===== src/rtl/two_slot_fifo_pkg.sv =====
// Shared types for the two-entry shifting queue.
package two_slot_fifo_pkg;
    // Source that loads the front data register in a cycle
    typedef enum logic [1:0] {
        FRONT_HOLD = 2'd0,
        FRONT_FROM_INPUT = 2'd1,
        FRONT_FROM_BACK = 2'd2
    } front_src_e;
endpackage


===== src/rtl/two_slot_fifo_slot.sv =====
// One storage slot: a data register with a load enable and an
// occupancy flag that is rewritten every cycle.
// Assumes a synchronous, active-low reset. The reset clears the flag
// and the data.
module two_slot_fifo_slot #(
    parameter int WIDTH = 16
) (
    input  logic             clk,
    input  logic             rst_n,
    input  logic             load,
    input  logic [WIDTH-1:0] d,
    input  logic             valid_nxt,
    output logic [WIDTH-1:0] q,
    output logic             valid
);
    // Register the data on load and the flag on every cycle
    always_ff @(posedge clk) begin
        if (!rst_n) begin
            q     <= '0;
            valid <= 1'b0;
        end else begin
            if (load) q <= d;
            valid <= valid_nxt;
        end
    end
endmodule


===== src/rtl/two_slot_fifo_ctrl.sv =====
// Next-state control for the two slots. It accepts a push only while
// the back slot is free and a pop only while the front slot holds
// data. It decides what loads each slot.
// Assumes that the front slot is always filled before the back slot.
module two_slot_fifo_ctrl
    import two_slot_fifo_pkg::*;
(
    input  logic       push,
    input  logic       pop,
    input  logic       front_valid,
    input  logic       back_valid,
    output front_src_e front_src,
    output logic       front_valid_nxt,
    output logic       back_load,
    output logic       back_valid_nxt
);
    logic push_ok;
    logic pop_ok;

    // Qualify the requests against the occupancy
    always_comb begin
        push_ok = push && !back_valid;
        pop_ok  = pop && front_valid;
    end

    // Choose the slot updates for this cycle
    always_comb begin
        front_src       = FRONT_HOLD;
        front_valid_nxt = front_valid;
        back_load       = 1'b0;
        back_valid_nxt  = back_valid;
        if (pop_ok) begin
            if (back_valid) begin
                front_src      = FRONT_FROM_BACK;
                back_valid_nxt = 1'b0;
            end else if (push_ok) begin
                front_src = FRONT_FROM_INPUT;
            end else begin
                front_valid_nxt = 1'b0;
            end
        end else if (push_ok) begin
            if (front_valid) begin
                back_load      = 1'b1;
                back_valid_nxt = 1'b1;
            end else begin
                front_src       = FRONT_FROM_INPUT;
                front_valid_nxt = 1'b1;
            end
        end
    end
endmodule


===== src/rtl/two_slot_fifo.sv =====
// Two-entry FIFO built as a front and a back register. The head is
// always in the front register. A pop moves the back entry forward.
// A push fills the first free slot.
// Assumes a synchronous, active-low reset. Requests that cannot be
// served are dropped.
module two_slot_fifo
    import two_slot_fifo_pkg::*;
#(
    parameter int WIDTH = 16
) (
    input  logic             clk,
    input  logic             rst_n,
    input  logic             push,
    input  logic [WIDTH-1:0] push_data,
    input  logic             pop,
    output logic [WIDTH-1:0] head_data,
    output logic             has_data,
    output logic             can_push
);
    localparam int SLOTS = 2;

    front_src_e       front_src;
    logic [SLOTS-1:0] valid_q;
    logic [SLOTS-1:0] valid_nxt;
    logic [SLOTS-1:0] load;
    logic [WIDTH-1:0] slot_d [SLOTS];
    logic [WIDTH-1:0] slot_q [SLOTS];

    two_slot_fifo_ctrl u_ctrl (
        .push            (push),
        .pop             (pop),
        .front_valid     (valid_q[0]),
        .back_valid      (valid_q[1]),
        .front_src       (front_src),
        .front_valid_nxt (valid_nxt[0]),
        .back_load       (load[1]),
        .back_valid_nxt  (valid_nxt[1])
    );

    // Select the front load source and the back input
    always_comb begin
        load[0]   = (front_src != FRONT_HOLD);
        slot_d[0] = (front_src == FRONT_FROM_BACK) ? slot_q[1] : push_data;
        slot_d[1] = push_data;
    end

    for (genvar i = 0; i < SLOTS; i++) begin : g_slot
        two_slot_fifo_slot #(.WIDTH(WIDTH)) u_slot (
            .clk       (clk),
            .rst_n     (rst_n),
            .load      (load[i]),
            .d         (slot_d[i]),
            .valid_nxt (valid_nxt[i]),
            .q         (slot_q[i]),
            .valid     (valid_q[i])
        );
    end

    // Drive the outputs from the slot state
    always_comb begin
        head_data = slot_q[0];
        has_data  = valid_q[0];
        can_push  = !valid_q[1];
    end
endmodule


===== config.mk =====
export PLATFORM = sky130hd
export DESIGN_NAME = two_slot_fifo
export DESIGN_NICKNAME = d
export VERILOG_FILES = /design/src/rtl/two_slot_fifo_pkg.sv /design/src/rtl/two_slot_fifo_slot.sv /design/src/rtl/two_slot_fifo_ctrl.sv /design/src/rtl/two_slot_fifo.sv
export SDC_FILE = /design/constraint.sdc
export NUM_CORES = 1
export LEC_CHECK = 0
export BUFFER_PORTS_ARGS = -buffer_cell sky130_fd_sc_hd__buf_2
export CORE_AREA = 2 2 57 59
export DETAILED_ROUTE_END_ITERATION = 8
export DIE_AREA = 0 0 59 61
export PLACE_DENSITY_LB_ADDON = 0.05
export RECOVER_POWER = 50
export SYNTH_ARGS = -nofsm -noshare
export SYNTH_HDL_FRONTEND = slang
export SYNTH_SLANG_ARGS = --single-unit

===== constraint.sdc =====
create_clock -name clk -period 1.45 [get_ports clk]
set_input_delay 0.145 -clock clk [delete_from_list [all_inputs] [get_ports clk]]
set_output_delay 0.145 -clock clk [all_outputs]
set_load 0.05 [all_outputs]

**Yosys cells after proc, flatten, opt, wreduce, memory -nomap -nowiden**

Index checks and enable logic that the tools add are counted.

- Output and inout bits: 18
- Input bits: 20
- Register bits: 34

- Muxes and demuxes: 13
- Reductions and logical operators: 8
- Equal/unequal tests: 3
- Bitwise gates (word level): 1

Operators with widths:

| cell | count |
|---|---|
| 2-to-1 mux 16 bit | 1 |
| 2-to-1 mux 1 bit | 9 |
| 2-to-1 mux 2 bit | 3 |
| != test 2 bit (second input constant) | 2 |
| nonzero test 2 bit | 2 |
| AND reduction 3 bit | 1 |
| == test 2 bit (second input constant) | 1 |
| logical AND 1 bit | 2 |
| AND reduction 2 bit | 1 |
| OR reduction 2 bit | 1 |
| zero test 1 bit | 1 |
| NOT 1 bit | 1 |

**Logic depth before layout (Yosys ltp)**

- Word-level depth: 7
- Gate-level depth with buffers: 5
- Depth with buffers taken out: 3

**Hierarchy**

From an unflattened synthesis, not the netlist that was laid out.

- Cell total of the unflattened synthesis: 137
- Area total of the unflattened synthesis: 1617.8 um^2

Modules (own cells, without submodules):

| module | instances | cells each | area each (um^2) |
|---|---|---|---|
| two_slot_fifo_slot | 2 | 53 | 641.9 |
| two_slot_fifo | 1 | 21 | 272.8 |
| two_slot_fifo_ctrl | 1 | 10 | 61.3 |

**Worst setup path after synthesis**

OpenSTA, ideal clock, no wires.

- Path kind: register -> register
- Start: register g_slot[0].u_slot.valid
- End: register g_slot[0].u_slot.q[10]
- Slack: -0.129 ns
- Required time: 1.331 ns
- Arrival: 1.461 ns
- Cell stages (with the launch flop): 5
- Cells stage by stage: dfxtp_1 > nand3_2 > buf_1 > o21a_1 > o221a_1

- Word-level cells in the longest chain between the ends: 5
- Elaborated cells on any way between the ends: 7
- Those cells by class: 1 x eq/ne; 4 x mux; 2 x reduce/logical

RTL lines:

| item | line | source |
|---|---|---|
| start, declared | two_slot_fifo_slot.sv:14 | `output logic valid` |
| start signal, assigned | two_slot_fifo_slot.sv:23 | `valid <= valid_nxt;` |
| 2-to-1 mux 1 bit | two_slot_fifo_ctrl.sv:42 | `if (front_valid) begin` |
| 2-to-1 mux 2 bit | two_slot_fifo_ctrl.sv:41 | `end else if (push_ok) begin` |
| 2-to-1 mux 2 bit (*) | two_slot_fifo_ctrl.sv:32 | `if (pop_ok) begin` |
| == test 2 bit | two_slot_fifo.sv:43 | `slot_d[0] = (front_src == FRONT_FROM_BACK) ? slot_q[1] : push_data;` |
| 2-to-1 mux 16 bit | two_slot_fifo.sv:43 |  |
| end signal, assigned | two_slot_fifo_slot.sv:19 | `q <= '0;` |
| end signal, assigned | two_slot_fifo_slot.sv:22 | `if (load) q <= d;` |
| end, declared | two_slot_fifo_slot.sv:13 | `output logic [WIDTH-1:0] q,` |

Every way passes the cells marked *; elsewhere a longest branch is shown, timed or not.
A chain may end at the register's enable or synchronous reset.

**Final worst setup path**

- Start: register g_slot[1].u_slot.valid
- End: output can_push

- Word-level cells in the longest chain between the ends: 1

RTL lines:

| item | line | source |
|---|---|---|
| start, declared | two_slot_fifo_slot.sv:14 |  |
| start signal, assigned | two_slot_fifo_slot.sv:23 |  |
| zero test 1 bit | two_slot_fifo.sv:63 | `can_push = !valid_q[1];` |
| end, declared | two_slot_fifo.sv:18 | `output logic can_push` |

Every way passes these cells.

==> impl_metrics.ini <==
[outcome]
status = finished, final reports clean

[critical_path]
crit_path_start_kind = flip-flop
worstPathArrival_ps = 1200
rr_endpoint = g_slot[0].u_slot.q[12]
cpPeakStageDelay_ps = 550
rr_worst_depth = 3
cp_cell_sequence = inv_1 -> buf_2
critPathRequiredTime_ps = 1310
critPathSlowestCell = dfxtp_1
reg2reg_from = g_slot[1].u_slot.valid
r2r_slack_ps = 110
crit_type = flip-flop to primary output
endpoint_kind = primary output
cp_max_fo = 7

[layout]
multi_input_area_um2 = 692
final_cells = 213
fin_nets = 199
antenna_cells = 0
drive_gt1_frac = 0.300
area_growth_syn_to_layout_pct = 17.7
fillers = 295
seqCellArea_um2 = 682
final_cell_area_um2 = 1700

[placement]
dp_cells = 205
place_congestion = 0.715
dpl.hpwl_um = 2060
place_area_um2 = 1650
io_buffers = 37

[pwr]
p_clk_frac = 0.275
power_density_nw_per_um2 = 1170
p_int_w = 0.00136
seqPwrFrac = 0.518
leakagePower_nw = 0.644
p_comb_frac = 0.207
finalPower_w = 0.00199
ir_drop_mv = 0.570
switching_share = 0.316
switching_power_w = 0.000627

[floorplanning]
pin_count = 38
die_w_um = 59
start_util = 0.488
fp.dieH_um = 61
rows = 20
coreArea_um2 = 2950
design.die.area_um2 = 3600

[timing]
drv_slew = 0
finalClockSkew_ps = 4.53
fin_setup_tns_ps = 0
max-slew-margin-rel = 0.605
fmax_ghz = 0.745
rsz0062_at_grt = false
setup_viol = 0
post-route-period-util = 0.926
whs_ps = 51.6
hold_viol_final = 0
worst_slew_pin_slew_ps = 595
period_needed_ps = 1340

[route]
viasPerCell = 5.48
num_vias = 1168
postRouteAntennaNets = 0
drc = 0
drt-total-wl_um = 3060
dr.first_iter.drc_count = 36
drt-pass1-iter-count = 4
wire_per_inst_um = 14.4

[grt]
grt_max_degree = 35
grt_pass1_vias = 1118
grt_first_pass_wirelength_um = 4870
grt_usage = 0.182
antenna_found_initial = 0
grt-ovfl-total = 0

[job]
maxCapViolCount = 0

[cts]
cts_buffers = 5
htree_levels = 2
clock_latency_ps = 330
cts_tree = built
clkSinkCount = 34
cts_buffer_depth = 2
postCtsHoldBufs = 0
clkSlewWorstSetupHoldPaths_ps = 100
clock-root-buffer = clkbuf_4

[worst_hold_path]
worstHoldStart = push_data[11]
hold_end = g_slot[1].u_slot.q[11]
holdPathStages = 3
hold_class = primary input to flip-flop

[yosys]
synth-warning-count = 0
synth.distinct_cells = 23
syn_nets = 160
syn-instance-count = 140
synth_top_area_share = 0.472
synthesis.area_um2 = 1440
synth_top_area_cell = dfxtp_1
ys_seq_elements = 34
ys_seq_area_frac = 0.472
syn_avg_cell_area_um2 = 10.3
synth_area_leaders = dfxtp_1 (47%), o221a_1 (13%), nand2_1 (9.1%)
==> registers in the layout, summed over array words and instances (netlist names) <==
| register | flops |
|---|---|
| g_slot.u_slot.q | 32 |
| g_slot.u_slot.valid | 2 |
==> worst max path at each step <==
| stage | startpoint | end | cells past startpoint |
|---|---|---|---|
| after floorplan | g_slot[0].u_slot.valid | g_slot[0].u_slot.q[10] | 4 |
| after global placement | g_slot[1].u_slot.valid | g_slot[0].u_slot.q[3] | 3 |
| after detailed placement | g_slot[1].u_slot.valid | g_slot[0].u_slot.q[5] | 3 |
| after CTS | g_slot[1].u_slot.valid | can_push | 2 |
| after global routing | g_slot[1].u_slot.valid | can_push | 2 |
| final | g_slot[1].u_slot.valid | can_push | 2 |
==> power groups by stage <==
stage | Sequential [W] | Combinational, W | Clock (W)
global route | 0.00104 | 0.000436 | 0.000616
CTS | 0.00103 | 0.000424 | 0.000566
global placement | 0.00104 | 0.000417 | 0
detailed placement | 0.00105 | 0.000423 | 0
floorplan | 0.00120 | 0.000157 | 0
finish | 0.00103 | 0.000412 | 0.000546
==> logic make-up (layout without fill, tap and decap cells) <==
kind of cell,count (synthesis),after routing,synth area share
AND/OR/NAND/NOR,42,42,0.130
buffers and inverters,12,52,0.0555
flip-flops,34,34,0.472
AO/OA/AOI/OAI,52,52,0.342
==> area by class of cell <==
type | count | area share
clock buffers | 7 | 0.0324
clock inverters | 1 | 0.00295
inverters | 1 | 0.00221
well taps | 33 | 0.0243
multi-input cells | 94 | 0.408
repair buffers | 43 | 0.128
flip-flops and latches | 34 | 0.402
==> critical path: cells and delay by family, from the launching register on <==
kind | cells | cell delay, ps
flip-flops | 1 | 550
buffers and inverters | 2 | 320
==> metal layers <==
layer,GRT usage,vias up,share of wire
met5,0,-,0
met4,0.0617,0,0.0088
met3,0.0597,4,0.060
met2,0.324,42,0.48
met1,0.205,545,0.45
li1,-,577,-
==> cells in the final DEF, fill, tap and decap left out, drive strengths merged, types with 16 or more instances in the layout <==
cell type	instances
o21a	18
o221a	16
dfxtp	34
buf	25
nand2	35
a21boi	17
clkbuf	25
==> timing repair <==
action,CTS,global route
endpoints found under the setup margin,1,0
resized for setup,1,0
buffers inserted,0,0
==> Yosys cell counts, drive strengths merged <==
master / number
clkbuf: 3
dfxtp: 34
nand2: 35
buf: 8
nand4bb: 1
nor2b: 1
nor2: 1
and2: 1
nand2b: 1
nor4bb: 1
o221a: 16
a21boi: 17
a21oi: 1
inv: 1
nand3: 1
o21a: 18
==> per-stage QoR <==
step           utilization  worst slack (ps)
3_3_place_gp         0.560               112
5_1_grt              0.575              21.9
3_5_place_dp         0.560              4.51
4_1_cts              0.583              62.8
6_report             0.575               107
2_1_floorplan            -               122
(Power assumes the default switching activity.)
